==> src/rtl/mcfg_pkg.sv <==
package mcfg_pkg;
  localparam int unsigned DW          = 8;
  localparam int unsigned AW          = 8;
  localparam int unsigned NUM_DATA_CH = 8;
  localparam int unsigned NUM_CLK_CH  = 2;
  localparam int unsigned NUM_CH      = NUM_DATA_CH + NUM_CLK_CH;
  localparam int unsigned MODE_W      = 3;
  localparam int unsigned HALF_W      = NUM_DATA_CH / 2;
  localparam int unsigned IDX_HI_W    = HALF_W;
  localparam int unsigned IDX_LO_W    = HALF_W + NUM_CLK_CH;

  localparam logic [AW-1:0] A_PORT   = 8'h00;
  localparam logic [AW-1:0] A_ID     = 8'h01;
  localparam logic [AW-1:0] A_GRADE  = 8'h02;
  localparam logic [AW-1:0] A_IDX_HI = 8'h04;
  localparam logic [AW-1:0] A_IDX_LO = 8'h05;
  localparam logic [AW-1:0] A_PWR    = 8'h08;
  localparam logic [AW-1:0] A_CLKOPT = 8'h09;
  localparam logic [AW-1:0] A_XFER   = 8'hFF;

  localparam logic [IDX_HI_W-1:0] IDX_HI_DEF = '1;
  localparam logic [IDX_LO_W-1:0] IDX_LO_DEF = {{NUM_CLK_CH{1'b0}}, {HALF_W{1'b1}}};

  typedef struct packed {
    logic [MODE_W-1:0] pwr;
    logic              dcs;
  } chan_cfg_t;

  localparam chan_cfg_t CHAN_DEF = '{pwr: '0, dcs: 1'b1};
endpackage

==> src/rtl/mcfg_rst_sync.sv <==
module mcfg_rst_sync #(
  parameter int unsigned STAGES = 2
) (
  input  logic clk,
  input  logic rst_n_in,
  output logic rst_n_out
);
  logic [STAGES-1:0] sync_q;
  logic [STAGES-1:0] sync_d;

  always_comb begin
    sync_d = {sync_q[STAGES-2:0], 1'b1};
  end

  always_ff @(posedge clk or negedge rst_n_in) begin
    if (!rst_n_in) begin
      sync_q <= '0;
    end else begin
      sync_q <= sync_d;
    end
  end

  assign rst_n_out = sync_q[STAGES-1];
endmodule

==> src/rtl/mcfg_port_ctrl.sv <==
module mcfg_port_ctrl
  import mcfg_pkg::*;
(
  input  logic                clk,
  input  logic                rst_n,
  input  logic                wr,
  input  logic [AW-1:0]       addr,
  input  logic [DW-1:0]       wdata,
  output logic                lsb_q,
  output logic                srst_q,
  output logic                xfer_q,
  output logic [IDX_HI_W-1:0] idx_hi_q,
  output logic [IDX_LO_W-1:0] idx_lo_q,
  output logic [NUM_CH-1:0]   chan_sel
);
  logic                lsb_d, srst_d, xfer_d;
  logic [IDX_HI_W-1:0] idx_hi_d;
  logic [IDX_LO_W-1:0] idx_lo_d;
  logic                unused_bits;

  assign unused_bits = ^{wdata[7], wdata[4:3]};

  always_comb begin
    lsb_d    = lsb_q;
    srst_d   = 1'b0;
    xfer_d   = 1'b0;
    idx_hi_d = idx_hi_q;
    idx_lo_d = idx_lo_q;
    if (srst_q) begin
      lsb_d    = 1'b0;
      idx_hi_d = IDX_HI_DEF;
      idx_lo_d = IDX_LO_DEF;
    end else if (wr) begin
      unique case (addr)
        A_PORT: begin
          lsb_d  = wdata[6] | wdata[1];
          srst_d = wdata[5] | wdata[2];
        end
        A_IDX_HI: idx_hi_d = wdata[IDX_HI_W-1:0];
        A_IDX_LO: idx_lo_d = wdata[IDX_LO_W-1:0];
        A_XFER:   xfer_d   = wdata[0];
        default: ;
      endcase
    end
  end

  always_ff @(posedge clk or negedge rst_n) begin
    if (!rst_n) begin
      lsb_q    <= 1'b0;
      srst_q   <= 1'b0;
      xfer_q   <= 1'b0;
      idx_hi_q <= IDX_HI_DEF;
      idx_lo_q <= IDX_LO_DEF;
    end else begin
      lsb_q    <= lsb_d;
      srst_q   <= srst_d;
      xfer_q   <= xfer_d;
      idx_hi_q <= idx_hi_d;
      idx_lo_q <= idx_lo_d;
    end
  end

  assign chan_sel = {idx_lo_q[IDX_LO_W-1:HALF_W], idx_hi_q, idx_lo_q[HALF_W-1:0]};

  AST_XFER_SELF_CLEAR: assert property (@(posedge clk) disable iff (!rst_n)
    (xfer_q && !(wr && addr == A_XFER && wdata[0])) |=> !xfer_q);
  AST_SRST_RESTORES: assert property (@(posedge clk) disable iff (!rst_n)
    srst_q |=> (!srst_q && !lsb_q && idx_hi_q == IDX_HI_DEF && idx_lo_q == IDX_LO_DEF));
endmodule

==> src/rtl/mcfg_chan_slice.sv <==
module mcfg_chan_slice
  import mcfg_pkg::*;
(
  input  logic              clk,
  input  logic              rst_n,
  input  logic              sel,
  input  logic              wr_pwr,
  input  logic              wr_clk,
  input  logic [MODE_W-1:0] pwr_wdata,
  input  logic              dcs_wdata,
  input  logic              xfer_go,
  input  logic              srst_go,
  output chan_cfg_t         mst_q,
  output chan_cfg_t         slv_q
);
  chan_cfg_t mst_d, slv_d;

  always_comb begin
    mst_d = mst_q;
    slv_d = slv_q;
    if (srst_go) begin
      mst_d = CHAN_DEF;
      slv_d = CHAN_DEF;
    end else begin
      if (sel && wr_pwr) mst_d.pwr = pwr_wdata;
      if (sel && wr_clk) mst_d.dcs = dcs_wdata;
      if (xfer_go)       slv_d     = mst_q;
    end
  end

  always_ff @(posedge clk or negedge rst_n) begin
    if (!rst_n) begin
      mst_q <= CHAN_DEF;
      slv_q <= CHAN_DEF;
    end else begin
      mst_q <= mst_d;
      slv_q <= slv_d;
    end
  end

  AST_UNSEL_HOLD: assert property (@(posedge clk) disable iff (!rst_n)
    (!sel && !srst_go) |=> $stable(mst_q));
  AST_SLV_HOLD: assert property (@(posedge clk) disable iff (!rst_n)
    (!xfer_go && !srst_go) |=> $stable(slv_q));
  AST_XFER_COPY: assert property (@(posedge clk) disable iff (!rst_n)
    (xfer_go && !srst_go) |=> slv_q == $past(mst_q));
  AST_SRST_DEFAULT: assert property (@(posedge clk) disable iff (!rst_n)
    srst_go |=> (mst_q == CHAN_DEF && slv_q == CHAN_DEF));
endmodule

==> src/rtl/mcfg_read_mux.sv <==
module mcfg_read_mux
  import mcfg_pkg::*;
#(
  parameter logic [DW-1:0] CHIP_ID    = 8'h08,
  parameter logic [2:0]    GRADE_CODE = 3'b000
) (
  input  logic                       clk,
  input  logic                       rst_n,
  input  logic                       rd,
  input  logic [AW-1:0]              addr,
  input  logic                       lsb_q,
  input  logic                       srst_q,
  input  logic                       xfer_q,
  input  logic [IDX_HI_W-1:0]        idx_hi_q,
  input  logic [IDX_LO_W-1:0]        idx_lo_q,
  input  logic [NUM_CH-1:0]          chan_sel,
  input  chan_cfg_t [NUM_CH-1:0]     mst_all,
  output logic [DW-1:0]              rdata_q
);
  chan_cfg_t     pick;
  logic          found;
  logic [DW-1:0] rd_val;
  logic [DW-1:0] rdata_d;

  always_comb begin
    found = 1'b0;
    pick  = '0;
    for (int i = 0; i < NUM_CH; i++) begin
      if (chan_sel[i] && !found) begin
        found = 1'b1;
        pick  = mst_all[i];
      end
    end
  end

  always_comb begin
    unique case (addr)
      A_PORT:   rd_val = {1'b0, lsb_q, srst_q, 1'b1, 1'b1, srst_q, lsb_q, 1'b0};
      A_ID:     rd_val = CHIP_ID;
      A_GRADE:  rd_val = {1'b0, GRADE_CODE, 4'b0000};
      A_IDX_HI: rd_val = {{(DW-IDX_HI_W){1'b0}}, idx_hi_q};
      A_IDX_LO: rd_val = {{(DW-IDX_LO_W){1'b0}}, idx_lo_q};
      A_PWR:    rd_val = found ? {{(DW-MODE_W){1'b0}}, pick.pwr} : '0;
      A_CLKOPT: rd_val = found ? {{(DW-1){1'b0}}, pick.dcs} : '0;
      A_XFER:   rd_val = {{(DW-1){1'b0}}, xfer_q};
      default:  rd_val = '0;
    endcase
  end

  always_comb begin
    rdata_d = rdata_q;
    if (rd) rdata_d = rd_val;
  end

  always_ff @(posedge clk or negedge rst_n) begin
    if (!rst_n) begin
      rdata_q <= '0;
    end else begin
      rdata_q <= rdata_d;
    end
  end

  AST_ID_READ: assert property (@(posedge clk) disable iff (!rst_n)
    (rd && addr == A_ID) |=> rdata_q == CHIP_ID);
  AST_NOSEL_ZERO: assert property (@(posedge clk) disable iff (!rst_n)
    (rd && (addr == A_PWR || addr == A_CLKOPT) && chan_sel == '0) |=> rdata_q == '0);
  AST_RDATA_HOLD: assert property (@(posedge clk) disable iff (!rst_n)
    !rd |=> $stable(rdata_q));
endmodule

==> src/rtl/mcfg_regbank.sv <==
module mcfg_regbank
  import mcfg_pkg::*;
#(
  parameter logic [DW-1:0] CHIP_ID    = 8'h08,
  parameter logic [2:0]    GRADE_CODE = 3'b000
) (
  input  logic                     clk,
  input  logic                     rst_n,
  input  logic                     bus_wr,
  input  logic                     bus_rd,
  input  logic [AW-1:0]            bus_addr,
  input  logic [DW-1:0]            bus_wdata,
  output logic [DW-1:0]            bus_rdata,
  output logic                     lsb_first,
  output logic [NUM_CH*MODE_W-1:0] ch_pwr_mode,
  output logic [NUM_CH-1:0]        ch_dcs_en
);
  logic                  rst_sync_n;
  logic                  srst_go, xfer_go;
  logic [IDX_HI_W-1:0]   idx_hi_q;
  logic [IDX_LO_W-1:0]   idx_lo_q;
  logic [NUM_CH-1:0]     chan_sel;
  logic                  wr_pwr, wr_clk;
  chan_cfg_t [NUM_CH-1:0] mst_all;
  chan_cfg_t [NUM_CH-1:0] slv_all;

  mcfg_rst_sync #(.STAGES(2)) i_rst_sync (
    .clk       (clk),
    .rst_n_in  (rst_n),
    .rst_n_out (rst_sync_n)
  );

  mcfg_port_ctrl i_port_ctrl (
    .clk      (clk),
    .rst_n    (rst_sync_n),
    .wr       (bus_wr),
    .addr     (bus_addr),
    .wdata    (bus_wdata),
    .lsb_q    (lsb_first),
    .srst_q   (srst_go),
    .xfer_q   (xfer_go),
    .idx_hi_q (idx_hi_q),
    .idx_lo_q (idx_lo_q),
    .chan_sel (chan_sel)
  );

  assign wr_pwr = bus_wr && (bus_addr == A_PWR);
  assign wr_clk = bus_wr && (bus_addr == A_CLKOPT);

  for (genvar g = 0; g < NUM_CH; g++) begin : g_chan
    mcfg_chan_slice i_slice (
      .clk       (clk),
      .rst_n     (rst_sync_n),
      .sel       (chan_sel[g]),
      .wr_pwr    (wr_pwr),
      .wr_clk    (wr_clk),
      .pwr_wdata (bus_wdata[MODE_W-1:0]),
      .dcs_wdata (bus_wdata[0]),
      .xfer_go   (xfer_go),
      .srst_go   (srst_go),
      .mst_q     (mst_all[g]),
      .slv_q     (slv_all[g])
    );
    assign ch_pwr_mode[g*MODE_W +: MODE_W] = slv_all[g].pwr;
    assign ch_dcs_en[g]                    = slv_all[g].dcs;
  end

  mcfg_read_mux #(
    .CHIP_ID    (CHIP_ID),
    .GRADE_CODE (GRADE_CODE)
  ) i_read_mux (
    .clk      (clk),
    .rst_n    (rst_sync_n),
    .rd       (bus_rd),
    .addr     (bus_addr),
    .lsb_q    (lsb_first),
    .srst_q   (srst_go),
    .xfer_q   (xfer_go),
    .idx_hi_q (idx_hi_q),
    .idx_lo_q (idx_lo_q),
    .chan_sel (chan_sel),
    .mst_all  (mst_all),
    .rdata_q  (bus_rdata)
  );
endmodule

==> config.mk <==
export PLATFORM = sky130hd
export DESIGN_NAME = mcfg_regbank
export DESIGN_NICKNAME = d
export VERILOG_FILES = /design/src/rtl/mcfg_pkg.sv /design/src/rtl/mcfg_rst_sync.sv /design/src/rtl/mcfg_port_ctrl.sv /design/src/rtl/mcfg_chan_slice.sv /design/src/rtl/mcfg_read_mux.sv /design/src/rtl/mcfg_regbank.sv
export SDC_FILE = /design/constraint.sdc
export NUM_CORES = 1
export LEC_CHECK = 0
export ABC_AREA = 1
export BUFFER_PORTS_ARGS = -buffer_cell sky130_fd_sc_hd__buf_2
export CORE_MARGIN = 2
export CORE_UTILIZATION = 25
export DETAILED_ROUTE_END_ITERATION = 16
export GPL_ROUTABILITY_DRIVEN = 0
export GPL_TIMING_DRIVEN = 0
export PLACE_DENSITY = 0.48
export SLEW_MARGIN = 10
export SYNTH_ARGS = -nofsm -noshare
export SYNTH_HDL_FRONTEND = slang
export SYNTH_HIERARCHICAL = 1
export SYNTH_SLANG_ARGS = --single-unit
==> constraint.sdc <==
create_clock -name clk -period 8.18 [get_ports clk]
set_clock_uncertainty 0.05 [all_clocks]
set_input_delay 1.227 -clock clk [delete_from_list [all_inputs] [get_ports clk]]
set_output_delay 1.227 -clock clk [all_outputs]
set_load 0.01 [all_outputs]
After elaboration in Yosys (flattened, before gate mapping)
Cells that the tools add are included.
Operators by class
  add/sub/neg operators: 0
  $mul: 0
  div/mod/pow operators: 0
  order comparisons: 0
  equal/unequal tests: 6
  shifts and indexed selects: 0
  muxes and demuxes: 88
  bitwise gates (word level): 2
  reductions and logical operators: 69
Operators with widths (number)
  2-to-1 mux 4 bit: 43
  case mux 8 bit (7 select lines): 1
  nonzero test 2 bit: 25
  2-to-1 mux 3 bit: 11
  logical AND 1 bit: 31
  2-to-1 mux 1 bit: 30
  2-to-1 mux 6 bit: 3
  equality test 8 x 3 -> 1 bit, second input constant: 2
  equality test 8 x 4 -> 1 bit, second input constant: 2
  zero test 1 bit: 9
  equality test 8 x 1 -> 1 bit, second input constant: 1
  equality test 8 bit, second input constant: 1
  zero test 8 bit: 1
  AND reduction 2 bit: 3
  OR 1 bit: 2
Word-level totals
  register bits after elaboration: 103
  bits in latches: 0
  memory bits (writable): 0
  memory bits (read-only): 0
  input port bits: 20
  output and inout port bits: 49
  memories: 0

Logic depth before layout (Yosys ltp)
Gate-level depths: netlist (run 1).
  depth after elaboration: 30
  gate-level depth with buffers: 14

Cells and area by module
The synthesis (run 1) kept the hierarchy.
Modules (own cells, without submodules)
  mcfg_chan_slice: instances 10, cells each 43, area each 347.8 µm², sequential area each 202.7 µm²
  mcfg_read_mux: instances 1, cells each 191, area each 1039.7 µm², sequential area each 175.2 µm²
  mcfg_port_ctrl: instances 1, cells each 90, area each 743.2 µm², sequential area each 335.3 µm²
  mcfg_rst_sync: instances 1, cells each 3, area each 53.8 µm², sequential area each 50.0 µm²
  mcfg_regbank: instances 1, cells each 10, area each 40.0 µm², sequential area each 0.0 µm²

Worst setup path before layout (run 1)
OpenSTA, ideal clock, no wires.
  path type: input-to-reg
  start: input bus_addr[6]
  end: register g_chan[0].i_slice/mst_q[0] (netlist bit)
  arrival time: 2.710 ns
  setup slack: 5.349 ns
  stages on the path: 5
  path buffers: 0
  cell sequence: nor2_1 > nand2_1 > nor3_1 > nand3_1 > nand3_1
Between the ends
  cells in the longest elaborated chain, start to end: 4
RTL lines
  from (decl): RTL line mcfg_regbank.sv:11  | input logic [AW-1:0] bus_addr,
  equality test 8 x 4 -> 1 bit: RTL line mcfg_regbank.sv:48  | assign wr_clk = bus_wr && (bus_addr == A_CLKOPT);
  logical AND 1 bit: RTL line mcfg_regbank.sv:48
  net wr_clk: RTL line mcfg_regbank.sv:23  | logic wr_pwr, wr_clk;
  logical AND 1 bit: RTL line mcfg_chan_slice.sv:26  | if (sel && wr_clk) mst_d.dcs = dcs_wdata;
  nonzero test 2 bit (no line)
  to (signal assigned): RTL line mcfg_chan_slice.sv:36  | mst_q <= mst_d;
  to (decl): RTL line mcfg_chan_slice.sv:13  | output chan_cfg_t mst_q,
The timed path passes the listed nets, and every way through them passes these cells.
A chain may end at the register's enable or synchronous reset.

Worst setup path in the final report (run 1)
  start: input bus_addr[2]
  end: register g_chan[8].i_slice/mst_q[0] (netlist bit)
Between the ends
  cells in the longest elaborated chain, start to end: 4
RTL lines (RTL line)
  equality test 8 x 4 -> 1 bit: mcfg_regbank.sv:48
  logical AND 1 bit: mcfg_regbank.sv:48
  net wr_clk: mcfg_regbank.sv:23
  logical AND 1 bit: mcfg_chan_slice.sv:26
  nonzero test 2 bit (no line)
  to (signal assigned): mcfg_chan_slice.sv:36
  to (decl): mcfg_chan_slice.sv:13
The timed path passes the listed nets, and every way through them passes these cells.

==> impl_metrics.toml, run 1 <==
[drt]
routed_via_density = 4.328
ant_nets = 0
wl_per_cell_um = 13.32
drt-initial-drc-count = 325
first_pass_iters = 4
post-route-drc-count = 0
vias = 4700
drt-total-wl_um = 14470

[placement]
dp_slack_ns = 5.341
io_buffers = 66
place_hpwl_um = 10130
dp_cells = 1070

[power]
p_leak_uw = 0.003621
powerDensity_nw_per_um2 = 171.0
irDropWorstVdd_uv = 98.07

[sta]
max_slew.worst_pin.slew_ns = 0.8446
setup_viol_count_final = 0
hold_viol_final = 0
worst_slack_ns = 5.724
rsz0062_at_grt = "false"
relSlewSlack_pct = 43.69
min_period_over_period_pct = 30.03
max_freq_mhz = 407.1
final.min_clock_period_ns = 2.456
maxSlewViolCount = 0
finalSetupTns_ns = 0

[floorplanning]
start_util_pct = 25.47
die-width_um = 150.4
row_count = 53
fp.coreArea_um2 = 21020
die_h_um = 150.4
die_area_um2 = 22610
ios = 69

[grt]
grt-ovfl-total = 0
gr-usage-all-layers_pct = 13.62
grt_use_met1_pct = 20.33
grt_start_max_net_pins = 67
busiest_layer = "met1"
grt_pass1_vias = 4565
use_met3_pct = 2.091
use_met2_pct = 19.86
antenna_found_initial = 0
grt_pass1_wl_um = 23980

[setup_path]
cp_max_fo = 11
reg2reg_from = "i_port_ctrl/idx_lo_q[0]"
cp.arrival_ns = 2.70
timing.rr.end = "i_read_mux/rdata_q[0]"
crit_type = "in2reg"
cp.required_ns = 8.42
r2r_cells = 12
startpoint_type = "input pin"
reg2reg_slack_ns = 6.20
end_kind = "flop"

[cts]
clkTransAtPathRegs_ns = 0.07
htree_levels = 3
cts_resized = 0
root_buffer = "clkbuf_16"
hold_buffers = 0
numCtsBuffers = 9
cts_tree = "done"
clk_latency_ns = 0.36
clk_path_buf_depth = 2
postCtsSetupBuffers = 0
cts.sinks = 102

[job]
maxCapViolations = 0

[logic_synthesis]
avgSynthCellArea_um2 = 7.397
synthCells = 724
synth_cell_types = 34
yosysSeqAreaShare_pct = 48.32
syn-num-nets = 744
yosys_warnings = 6
synth_seq_cells = 102
syn_area_um2 = 5355

[finish]
fill_cells = 2312
syn2layout_area_growth_pct = 19.95
drive_gt1_share_pct = 20.84
fin_nets = 826
antenna_cells = 0
final_util_pct = 30.56
fin_cells = 1086

[worst_hold_path]
hold_path_class = "reg2async"

[run_status]
status = "finished clean"
cells in the mapped netlist, drive strengths merged:
cell type	n	area, µm²
a211oi	2	15.01
a21boi	1	7.510
a21o	1	7.510
a21oi	13	65.06
buf	13	98.84
conb	2	7.510
dfrtp	74	1852
dfstp	28	735.7
inv	87	329.1
nand2	265	1015
nand3	110	560.5
nand3b	4	30.03
nand4	14	117.6
nor2	94	414.1
nor3	6	35.03
nor4	2	18.77
o21ai	3	15.01
or2	5	31.29
area by class of cell:
cell class | instances | area [µm²] | share of cell area, %
Sequential cell | 102 | 2596 | 40.42
Multi-Input combinational cell | 522 | 2350 | 36.58
Inverter | 87 | 329.1 | 5.123
Tap cell | 275 | 344.1 | 5.356
Clock inverter | 5 | 52.55 | 0.8181
Timing Repair Buffer | 71 | 420.4 | 6.545
Buffer | 13 | 98.84 | 1.539
Clock buffer | 11 | 232.7 | 3.623
cells by family after synthesis:
logic type / Yosys count / share of synthesized area [%]
AOI/OAI and AO/OA: 20 / 2.056
buffers and inverters: 100 / 7.991
and+or+nand+nor: 500 / 41.50
other: 2 / 0.1402
DFF: 102 / 48.32
sequential cells by signal (all words and copies together) (netlist names):
signal and flops:
g_chan.i_slice/mst_q 40, i_rst_sync/sync_q 2, i_port_ctrl/lsb_q 1, i_read_mux/rdata_q 7, i_port_ctrl/idx_hi_q 4, g_chan.i_slice/slv_q 40
i_port_ctrl/xfer_q 1, i_port_ctrl/idx_lo_q 6, i_port_ctrl/srst_q 1
worst max-delay path by stage:
stage | start | to | slack, ns | depth (start not counted)
after floorplan | i_rst_sync/sync_q[1] | g_chan[0].i_slice/mst_q[1] | 5.13 | 0
after global placement | i_rst_sync/sync_q[1] | g_chan[8].i_slice/slv_q[3] | 3.63 | 0
after detailed placement | bus_addr[2] | g_chan[5].i_slice/mst_q[0] | 5.34 | 8
after CTS | bus_addr[2] | g_chan[7].i_slice/mst_q[0] | 5.72 | 7
after global routing | bus_addr[5] | i_read_mux/rdata_q[1] | 5.56 | 10
final | bus_addr[2] | g_chan[8].i_slice/mst_q[0] | 5.72 | 7
metal layers:
| metal | share of wire [%] | vias to the layer above |
|---|---|---|
| met3 | 3.4 | 6 |
| met2 | 43 | 78 |
| met4 | 0.80 | 0 |
| met1 | 53 | 2170 |
| met5 | 0 | - |
| li1 | - | 2446 |
worst max-delay path: stages:
cell     delay, ns
buf_2         0.15
nor2_1        0.09
nand2_1       0.09
nor3_2        0.68
buf_6         0.24
nand3_1       0.09
nand3_1       0.12
stage by stage:
stage | instance area, µm² | hold slack [ns] | power (µW)
2_1_floorplan | 5355 | 0.2812 | 632.5
3_3_place_gp | 6030 | 0.2864 | 675.9
3_5_place_dp | 6138 | 0.2424 | 680.0
4_1_cts | 6424 | 0.2451 | 1117
5_1_grt | 6424 | 0.2662 | 1155
6_report | 6424 | 0.2167 | 1098
placed cells by master (no fill, tap or decap), types with 3 or more instances in the layout:
cell type	Yosys	layout
nor3_2	1	3
dfstp_2	28	28
dfrtp_1	74	71
clkinv_2	0	3
nand3_1	108	108
clkbuf_16	0	9
nor3_1	5	3
or2_1	3	3
buf_6	1	3
nand3b_1	4	4
buf_2	1	67
nor2_1	79	79
nand4_1	12	12
inv_1	75	75
buf_4	11	11
nor2_2	12	12
nand2_1	261	261
a21oi_1	13	13
inv_2	11	11
report_power, final:
part,internal (µW),switching (µW),leakage (µW)
combinational,41.3,64.9,0.00217
sequential,533,30.1,0.00132
clock,236,193,0.000139
total,810,288,0.00362
Power figures use the tool's default switching activity.
==> run 2, diff against run 1 <==
--- a/config.mk
+++ b/config.mk
@@ -5,14 +5,14 @@
 export SDC_FILE = /design/constraint.sdc
 export NUM_CORES = 1
 export LEC_CHECK = 0
-export ABC_AREA = 1
+export ABC_AREA = 0
 export BUFFER_PORTS_ARGS = -buffer_cell sky130_fd_sc_hd__buf_2
 export CORE_MARGIN = 2
 export CORE_UTILIZATION = 25
 export DETAILED_ROUTE_END_ITERATION = 16
 export GPL_ROUTABILITY_DRIVEN = 0
 export GPL_TIMING_DRIVEN = 0
-export PLACE_DENSITY = 0.48
+export PLACE_DENSITY = 0.49
 export SLEW_MARGIN = 10
 export SYNTH_ARGS = -nofsm -noshare
 export SYNTH_HDL_FRONTEND = slang
==> constraint.sdc (replaced) <==
create_clock -name clk -period 2 [get_ports clk]
set_clock_uncertainty 0.05 [all_clocks]
set_input_delay 0.3 -clock clk [delete_from_list [all_inputs] [get_ports clk]]
set_output_delay 0.3 -clock clk [all_outputs]
set_load 0.01 [all_outputs]
==> run 2 against run 1 <==
Against the previous run: cell count decreased by 18%; die area increased by 2.4%; sequential share of layout area decreased by 1.3 points; sequential cell count unchanged; setup slack got worse by 5.7 ns; synthesized area increased by 2.5%; largest cell class unchanged.
==> impl_metrics.toml, run 2 <==
[floorplanning]
start_util_pct = 25.30
die_area_um2 = 23150
die_h_um = 152.1
ios = 69
row_count = 54
fp.coreArea_um2 = 21690
die-width_um = 152.1

[power]
seq_power_share_pct = 52.0
power.share.clock_pct = 38.2
power.share.switching_pct = 26.12
combPwrFrac_pct = 9.8
switchingPower_uw = 1143
powerDensity_nw_per_um2 = 660.1
p_int_uw = 3232
p_leak_uw = 0.003085
irDropWorstVdd_uv = 366.0

[finish]
fin_cells = 893
drive_gt1_share_pct = 34.91
antenna_cells = 0
fin_nets = 628
syn2layout_area_growth_pct = 20.78
layout_commonest_cell = "buf_2"
largest_registers = "g_chan.i_slice/mst_q (40), g_chan.i_slice/slv_q (40), i_read_mux/rdata_q (7)"
postLayoutCellArea_um2 = 6626
final_cell_mix = "76 x buf_2, 72 x dfrtp_1, 52 x nor2_1"

[logic_synthesis]
netlist_top_cells_area = "dfrtp_1 34%, dfstp_2 13%, mux2i_1 8.0%"
yosysSeqAreaShare_pct = 47.16
synth_top_family_by_area = "compound AO/OA/AOI/OAI gates"
synth_common_cells = "74 x dfrtp_1, 52 x nor2_1, 44 x mux2i_1, 39 x a21oi_1, 36 x nand3_1"
yosys_warnings = 6
yosys.area_share.simple_pct = 16.76
async_flop_share_pct = 100.0
synth_seq_cells = 102
synth_cell_types = 59
synth_most_common_cell = "dfrtp_1"
synthXorXnorAreaFrac_pct = 0
synth_mux_area_share_pct = 8.233
synth_compound_area_share_pct = 20.34
synth_adder_area_share_pct = 0
syn_area_um2 = 5487
synth_top_area_share_pct = 33.75
ys.flop_type = "dfrtp_1"
syn-num-nets = 543
synthCells = 523
avgSynthCellArea_um2 = 10.49
synth-edff-count = 0
synth_area_leader_cell = "dfrtp_1"

[drt]
drt-total-wl_um = 15020
routed-wl-met3_um = 541
ant_nets = 0
top_layer = "met4"
routed_via_density = 4.820
first_pass_iters = 4
drt-initial-drc-count = 312
routed-wl-met2_um = 7387
m1WireLength_um = 6787
wl_per_cell_um = 16.82
post-route-drc-count = 0
vias = 4304

[setup_path]
worstPathCellList = "buf_4 -> nor4_4 -> buf_4 -> nand2_4 -> o211ai_2 -> a2111oi_0 -> or3_1"
end_kind = "flop"
cp.arrival_ns = 2.12
critical_path.most_common_cell = "buf_4"
crit_family = "simple AND/OR/NAND/NOR gates"
crit_path_max_incr_delay_ns = 0.41
cp_max_fo = 9
crit_type = "reg2reg"
startpoint_type = "flop"
cp.required_ns = 2.18
cp.buffers_inverters = 2
cpMaxStageDelayCell = "dfstp_2"

[cts]
root_buffer = "clkbuf_16"
clk_path_buf_depth = 2
cts_tree = "done"
htree_levels = 3
cts.sinks = 102
numCtsBuffers = 9
clkTransAtPathRegs_ns = 0.07
clk_latency_ns = 0.36

[placement]
dpl-instance-area_um2 = 6270
place_hpwl_um = 10900
dp_cells = 873
io_buffers = 66

[grt]
grt_pass1_vias = 4439
grt-ovfl-total = 0
grt_pass1_wl_um = 24630
antenna_found_initial = 0
grt_start_max_net_pins = 60
gr-usage-all-layers_pct = 13.36

[sta]
setup_viol_count_final = 0
relSlewSlack_pct = 57.03
rsz0062_at_grt = "true"
maxSlewViolCount = 0
max_slew.worst_pin.slew_ns = 0.6446
hold_viol_final = 0
final.min_clock_period_ns = 1.940
min_period_over_period_pct = 97.00
max_freq_mhz = 515.5

[run_status]
status = "finished clean"

[worst_hold_path]
hold_path_class = "in2reg"

[job]
maxCapViolations = 0
-- run 2: changes by cell type after synthesis, sizes merged, moves of 30 or more --
cell   before  now
mux2i       0   44
a21bo       0   30
buf        13   45
nor2       94   53
nand2     265   21
inv        87    7
nand3     110   36
-- run 2: path summary, 6_finish.rpt --
path / slack [ns] / end / cells after the start / from
worst min register to register: 0.29 / g_chan[1].i_slice/slv_q[2] / 0 / i_rst_sync/sync_q[1]
min in group asynchronous: 0.19 / i_rst_sync/sync_q[1] / 2 / rst_n
max in group asynchronous: 0.87 / g_chan[7].i_slice/slv_q[0] / 1 / i_rst_sync/sync_q[1]
worst max register to register: 0.06 / i_read_mux/rdata_q[1] / 7 / i_port_ctrl/idx_lo_q[1]
worst min-delay path: 0.16 / i_port_ctrl/idx_lo_q[4] / 3 / bus_wdata[4]
worst max-delay path: 0.06 / i_read_mux/rdata_q[1] / 7 / i_port_ctrl/idx_lo_q[1]
-- run 2: timing repair --
item	CTS	global route
hold buffers	1	0
endpoints found under the hold margin	2	0
pin swaps	2	0
setup buffers	3	0
setup endpoints to repair	6	11
gates resized for setup	0	12
-- run 2: kinds of logic (layout without fill, tap and decap cells) --
family	Yosys count	count (layout)
AO/OA/AOI/OAI	143	143
flip-flops	102	102
AND/OR/NAND/NOR	172	172
other	2	2
multiplexers	45	45
buffers and inverters	59	149
-- run 2: cell type report --
type | count | area, µm²
Sequential cell | 102 | 2592
Buffer | 52 | 382.9
Clock inverter | 7 | 56.30
Tap cell | 280 | 350.3
Fill cell | 2264 | 15060
Timing Repair Buffer | 74 | 447.9
Clock buffer | 9 | 225.2
Multi-Input combinational cell | 362 | 2545
Inverter | 7 | 26.28
-- run 2: routing by layer --
metal	global-route usage (%)	vias to the layer above
met4	4.539	0
met5	0	-
li1	-	2058
met2	22.50	84
met3	2.645	17
met1	17.18	2145
-- run 2: worst reg2reg max path: cells and delay by family, from the launching register on --
family	cells	cell delay [ns]
AO/OA/AOI/OAI	2	0.30
buffers and inverters	2	0.37
flip-flops	1	0.41
AND/OR/NAND/NOR	3	0.70
-- run 2: through the flow --
step / util [%] / setup TNS [ns] / hold WS, ns / setup WS [ns] / power (µW)
5_1_grt: 30.55 / -0.02481 / 0.1734 / -0.02481 / 4600
3_5_place_dp: 28.91 / -7.993 / 0.03657 / -0.4313 / 2740
3_3_place_gp: 28.53 / -69.12 / 0.03516 / -1.144 / 2714
6_report: 30.55 / 0 / 0.1622 / 0.06007 / 4374
4_1_cts: 30.41 / 0 / 0.1516 / 0.01629 / 4447
2_1_floorplan: - / -17.32 / -0.04559 / -0.4723 / 2550
-- run 2: power by group through the flow --
stage	combinational, µW	clock (µW)	sequential (µW)
after floorplan	257	0	2290
after global placement	381	0	2330
after detailed placement	425	0	2320
after CTS	428	1740	2280
after global routing	477	1830	2290
final	428	1670	2270
